==> src/rtl/pfd_pkg.sv <==
package pfd_pkg;

  // {source, sink} for one loop from the pending leads and the closing pulse
  function automatic logic [1:0] cp_drive(input logic pol, input logic lead_r,
                                          input logic lead_v, input logic pulse);
    logic hi;
    logic lo;
    hi = pol ? lead_v : lead_r;
    lo = pol ? lead_r : lead_v;
    return {hi | pulse, lo | pulse};
  endfunction

  // a loop in power-save is treated as locked
  function automatic logic loop_ok(input logic lock, input logic pwr);
    return lock | ~pwr;
  endfunction

  // monitor pin: sel[1] picks the high-band loop, sel[0] picks the oscillator train
  function automatic logic mon_pick(input logic en, input logic [1:0] sel,
                                    input logic lock_all,
                                    input logic fr_lo, input logic fr_hi,
                                    input logic fp_lo, input logic fp_hi);
    logic r;
    case (sel)
      2'b00:   r = fr_lo;
      2'b10:   r = fr_hi;
      2'b01:   r = fp_lo;
      default: r = fp_hi;
    endcase
    return en ? r : lock_all;
  endfunction

endpackage

==> src/rtl/pfd_phase_cmp.sv <==
module pfd_phase_cmp #(
  parameter int CNT_W = 6,
  parameter int TWU   = 3
) (
  input  logic             clk,
  input  logic             rst_n,
  input  logic             pwr,
  input  logic             fr,
  input  logic             fp,
  output logic             lead_r,
  output logic             lead_v,
  output logic             done,
  output logic             trip,
  output logic [CNT_W-1:0] err
);
  localparam logic [CNT_W-1:0] CMAX = {CNT_W{1'b1}};
  localparam logic [CNT_W-1:0] TRIP = CNT_W'(TWU);

  logic fr_q, fp_q;
  logic ref_f, vco_f;
  logic [CNT_W-1:0] cnt;

  logic r_ev, v_ev, nr, nv, pend;
  logic [CNT_W-1:0] cnt_nx;

  assign r_ev   = fr & ~fr_q;
  assign v_ev   = fp & ~fp_q;
  assign nr     = ref_f | r_ev;
  assign nv     = vco_f | v_ev;
  assign done   = pwr & nr & nv;
  assign pend   = pwr & (nr ^ nv);
  assign cnt_nx = (cnt == CMAX) ? cnt : cnt + 1'b1;
  assign trip   = pend & (cnt_nx >= TRIP);
  assign err    = cnt;
  assign lead_r = pend & nr;
  assign lead_v = pend & nv;

  always_ff @(posedge clk) begin
    if (!rst_n) begin
      fr_q  <= 1'b0;
      fp_q  <= 1'b0;
      ref_f <= 1'b0;
      vco_f <= 1'b0;
      cnt   <= '0;
    end else begin
      fr_q <= fr;
      fp_q <= fp;
      if (!pwr || done) begin
        ref_f <= 1'b0;
        vco_f <= 1'b0;
        cnt   <= '0;
      end else if (pend) begin
        ref_f <= nr;
        vco_f <= nv;
        cnt   <= cnt_nx;
      end
    end
  end
endmodule

==> src/rtl/pfd_lock_qual.sv <==
module pfd_lock_qual #(
  parameter int CNT_W    = 6,
  parameter int TWU      = 3,
  parameter int TWL      = 2,
  parameter int LOCK_RUN = 3
) (
  input  logic             clk,
  input  logic             rst_n,
  input  logic             pwr,
  input  logic             done,
  input  logic             trip,
  input  logic [CNT_W-1:0] err,
  output logic             lock
);
  localparam int GW = $clog2(LOCK_RUN + 1);
  localparam logic [GW-1:0] RUN_FULL = GW'(LOCK_RUN);
  localparam logic [GW-1:0] RUN_LAST = GW'(LOCK_RUN - 1);

  logic [GW-1:0] good;
  logic good_hit, bad_hit;

  assign good_hit = done & (err <= CNT_W'(TWL));
  assign bad_hit  = done & (err >= CNT_W'(TWU));

  always_ff @(posedge clk) begin
    if (!rst_n || !pwr) begin
      lock <= 1'b0;
      good <= '0;
    end else if (trip || bad_hit) begin
      lock <= 1'b0;
      good <= '0;
    end else if (good_hit) begin
      if (good >= RUN_LAST) begin
        lock <= 1'b1;
        good <= RUN_FULL;
      end else begin
        good <= good + 1'b1;
      end
    end else if (done) begin
      good <= '0;
    end
  end
endmodule

==> src/rtl/pfd_loop.sv <==
module pfd_loop
  import pfd_pkg::*;
#(
  parameter int CNT_W    = 6,
  parameter int TWU      = 3,
  parameter int TWL      = 2,
  parameter int LOCK_RUN = 3
) (
  input  logic clk,
  input  logic rst_n,
  input  logic pwr,
  input  logic pol,
  input  logic fr,
  input  logic fp,
  output logic src,
  output logic sink,
  output logic lock
);
  logic lead_r, lead_v, done, trip;
  logic [CNT_W-1:0] err;
  logic [1:0] drv;

  pfd_phase_cmp #(.CNT_W(CNT_W), .TWU(TWU)) u_cmp (
    .clk(clk), .rst_n(rst_n), .pwr(pwr), .fr(fr), .fp(fp),
    .lead_r(lead_r), .lead_v(lead_v), .done(done), .trip(trip), .err(err)
  );

  pfd_lock_qual #(.CNT_W(CNT_W), .TWU(TWU), .TWL(TWL), .LOCK_RUN(LOCK_RUN)) u_lq (
    .clk(clk), .rst_n(rst_n), .pwr(pwr), .done(done), .trip(trip), .err(err),
    .lock(lock)
  );

  assign drv = cp_drive(pol, lead_r, lead_v, done);

  always_ff @(posedge clk) begin
    if (!rst_n) begin
      src  <= 1'b0;
      sink <= 1'b0;
    end else begin
      src  <= pwr & drv[1];
      sink <= pwr & drv[0];
    end
  end
endmodule

==> src/rtl/dual_pfd_lock.sv <==
module dual_pfd_lock
  import pfd_pkg::*;
#(
  parameter int CNT_W    = 6,
  parameter int TWU      = 3,
  parameter int TWL      = 2,
  parameter int LOCK_RUN = 3
) (
  input  logic       clk,
  input  logic       rst_n,
  input  logic       fr_rf,
  input  logic       fp_rf,
  input  logic       fr_if,
  input  logic       fp_if,
  input  logic       pwr_rf,
  input  logic       pwr_if,
  input  logic       pol_rf,
  input  logic       pol_if,
  input  logic       mon_en,
  input  logic [1:0] mon_sel,
  output logic       cp_rf_src,
  output logic       cp_rf_sink,
  output logic       cp_if_src,
  output logic       cp_if_sink,
  output logic       mon_out
);
  localparam int NLOOP = 2;

  // index 0 = low band, index 1 = high band
  logic [NLOOP-1:0] fr_v, fp_v, pwr_v, pol_v, src_v, sink_v, lock_v, ok_v;
  logic lock_all;

  assign fr_v  = {fr_rf, fr_if};
  assign fp_v  = {fp_rf, fp_if};
  assign pwr_v = {pwr_rf, pwr_if};
  assign pol_v = {pol_rf, pol_if};

  for (genvar g = 0; g < NLOOP; g++) begin : g_loop
    pfd_loop #(.CNT_W(CNT_W), .TWU(TWU), .TWL(TWL), .LOCK_RUN(LOCK_RUN)) u_loop (
      .clk(clk), .rst_n(rst_n), .pwr(pwr_v[g]), .pol(pol_v[g]),
      .fr(fr_v[g]), .fp(fp_v[g]),
      .src(src_v[g]), .sink(sink_v[g]), .lock(lock_v[g])
    );
    assign ok_v[g] = loop_ok(lock_v[g], pwr_v[g]);
  end

  assign lock_all   = &ok_v;
  assign cp_rf_src  = src_v[1];
  assign cp_rf_sink = sink_v[1];
  assign cp_if_src  = src_v[0];
  assign cp_if_sink = sink_v[0];
  assign mon_out    = mon_pick(mon_en, mon_sel, lock_all, fr_if, fr_rf, fp_if, fp_rf);
endmodule

==> config.mk <==
export PLATFORM = sky130hd
export DESIGN_NAME = dual_pfd_lock
export DESIGN_NICKNAME = d
export VERILOG_FILES = /design/src/rtl/pfd_pkg.sv /design/src/rtl/pfd_phase_cmp.sv /design/src/rtl/pfd_lock_qual.sv /design/src/rtl/pfd_loop.sv /design/src/rtl/dual_pfd_lock.sv
export SDC_FILE = /design/constraint.sdc
export NUM_CORES = 1
export LEC_CHECK = 0
export BUFFER_PORTS_ARGS = -buffer_cell sky130_fd_sc_hd__buf_2
export CORE_MARGIN = 2
export CORE_UTILIZATION = 50
export CTS_BUF_LIST = sky130_fd_sc_hd__clkbuf_4 sky130_fd_sc_hd__clkbuf_8
export DETAILED_ROUTE_END_ITERATION = 12
export HOLD_SLACK_MARGIN = 0.15
export PLACE_DENSITY_LB_ADDON = 0.25
export SLEW_MARGIN = 20
export SYNTH_ARGS = -nofsm -noshare
export SYNTH_HDL_FRONTEND = slang
export SYNTH_SLANG_ARGS = --single-unit
==> constraint.sdc <==
create_clock -name clk -period 2.64 [get_ports clk]
set_input_delay 0.528 -clock clk [delete_from_list [all_inputs] [get_ports clk]]
set_output_delay 0.528 -clock clk [all_outputs]
set_load 0.01 [all_outputs]
==> qor.csv <==
metric,value,unit
layout-drive-gt1-share,21.65,%
via_per_inst,5.902,
antenna_found_initial,0,
largestRegisters,"g_loop.u_loop.u_cmp.err (12), g_loop.u_loop.u_lq.good (4)",
cts-hold-fix-buffers,0,
drt_wl_total,3149,um
finalHoldViolCount,0,
multi_input_area,868.3,sq um
clkTransAtPathRegs,0.09,ns
grt_pass1_vias,1256,
fin_setup_tns,0,ns
synth_edf_count,0,
grt_max_degree,10,
synth_area,0.001514,sq mm
cts_sinks,30,
arrival,1.38,ns
netlist_instances,171,
regMostFlops,g_loop.u_loop.u_cmp.err,
area_growth,11.16,%
cts_buffer_depth,2,
syn_avg_cell_area,8.854,sq um
synth_top_area_cell,dfxtp_1,
grt_pass1_wl,5161,um
yosysSeqAreaShare,39.67,%
critPathMaxStageDelay,0.48,ns
root_buffer,clkbuf_4,
p_leak,0.6768,nW
min_to,g_loop[0].u_loop.sink$_SDFF_PN0_,
num_rows,19,
synthArstFlopShare,0,%
max_freq,523.6,MHz
tightest_slew,0.4398,ns
cts_setup_buffers,0,
coreArea,0.002805,sq mm
critPathSlowestCell,mux4_2,
synth_area_leaders,"dfxtp_1 40%, nor2_1 5.5%, a21oi_1 3.6%, a211oi_1 3.5%, ha_1 3.3%",
maxSlewHeadroom,70.45,%
dpl_cell_area,0.001619,sq mm
crit_chain,buf_2 -> mux4_2 -> nand2_1 -> o21ai_0 -> buf_2,
finalSetupViolations,0,
dp_hpwl,2325,um
synth.most_common_cell,dfxtp_1,
io_buffers,17,
track_usage,19.89,%
crit_type,in2out,
timing.rr.start,g_loop[0].u_loop.u_cmp.err[0]$_SDFFE_PP0P_,
reg2reg_slack,0.93,ns
grt_overflow_total,0,
clock-skew-final,0.01084,ns
die_area,0.003484,sq mm
num_antenna_cells,0,
finalCriticalPeriod,1.910,ns
cts_made_buffers,5,
critPathTopFamily,multiplexers,
startpoint_type,input pin,
total_power,0.8932,mW
min_path_type,in2reg,
htree_levels,2,
finalInstanceArea,0.001683,sq mm
cp-end-kind,output pin,
reg2reg_to,g_loop[0].u_loop.u_lq.good[1]$_SDFFE_PP0P_,
synth_nets,188,
register_area,600.6,sq um
grt_setup_unrepaired,no,
ctsResizeCount,0,
ys_warn_count,0,
cpMostUsedCell,buf_2,
hold_slack,0.4025,ns
drc_errors,0,
yosysTopAreaCellShare,39.67,%
synth_top_flop_cell,dfxtp_1,
reg2reg_depth,6,
num-fill-cells,262,
fp.dieW,59.03,um
status,"complete, no violations",
power_density,530.7,mW/mm^2
vdd_drop_max,347.9,uV
crit_required,2.11,ns
gp_congestion,0.8954,
utilization,59.99,%
largest_reg_flops,12,
dr.pass1.iters,4,
max_cap_violations,0,
slew_violations,0,
wl_per_cell,14.00,um
start_util,53.97,%
routed-via-count,1328,
cts_tree,yes,
min_from,pol_if,
ys_ff_latch,30,
min_path_cells,2,
pin_count,18,
ys_top_cells_by_count,"30 x dfxtp_1, 22 x nor2_1, 11 x a21oi_1, 10 x nand2_1",
path_max_fanout,1,
synth.distinct_cells,49,
die_h,59.03,um
drtIter0Drc,64,
postRouteAntennaNets,0,
post-route-period-util,72.34,%
clk_latency,0.34,ns
worst-path-buf-inv,2,
fin_nets,210,
-- stage by stage --
stage / cells / setup WS (ns)
final: 225 / 0.7301
after global routing: 225 / 0.6883
after CTS: 225 / 0.7267
after detailed placement: 217 / 0.7310
after global placement: 217 / 0.7540
after floorplan: 171 / 0.9213
-- placed cells by master (no fill, tap or decap), drive strengths merged, types with 2 or more instances in the layout --
cell type,count
inv,7
nor4,2
and2,7
a21o,2
a311oi,2
a211o,2
clkbuf,7
a21oi,13
a31oi,4
ha,4
nor2b,2
nand3,6
buf,17
and4b,2
or2,3
and3,5
xnor2,2
nor2,22
o2111ai,2
o211ai,2
a211oi,8
o21ai,4
nor3,8
nand2b,5
dfxtp,30
nand2,10
-- logic make-up after synthesis --
group | share of synthesized area, %
and+or+nand+nor | 27.44
xor gates and xnor gates | 1.736
muxes | 2.149
DFF | 39.67
AOI/OAI and AO/OA | 22.73
buffers and inverters | 2.976
adders and majority gates | 3.306
-- report_power, final --
group          switching, mW  internal, mW
clock network          0.167         0.139
logic                 0.0691        0.0465
registers            0.00714         0.465
-- per-layer routing --
metal / share of wire, % / global-route usage [%] / up-vias
li1: - / - / 677
met1: 42 / 21.56 / 614
met2: 52 / 34.44 / 33
met3: 4.5 / 7.424 / 4
met4: 0.86 / 8.766 / 0
met5: 0 / 0 / -
-- worst max-delay path by stage --
stage / start / endpoint / slack [ns] / cells after the start
floorplan: mon_sel[0] / mon_out / 0.92 / 3
detailed placement: mon_sel[0] / mon_out / 0.73 / 5
CTS: mon_sel[0] / mon_out / 0.73 / 5
global placement: mon_sel[0] / mon_out / 0.75 / 5
global route: mon_sel[0] / mon_out / 0.69 / 5
finish: mon_sel[0] / mon_out / 0.73 / 5
-- final cells by class --
| type | instances | share of cell area [%] |
|---|---|---|
| Multi-Input combinational cell | 132 | 51.60 |
| Sequential cell | 30 | 35.69 |
| Timing Repair Buffer | 17 | 5.056 |
| Clock buffer | 7 | 3.494 |
| Tap cell | 31 | 2.305 |
| Inverter | 7 | 1.561 |
| Clock inverter | 1 | 0.2974 |
(Power assumes the default switching activity.)
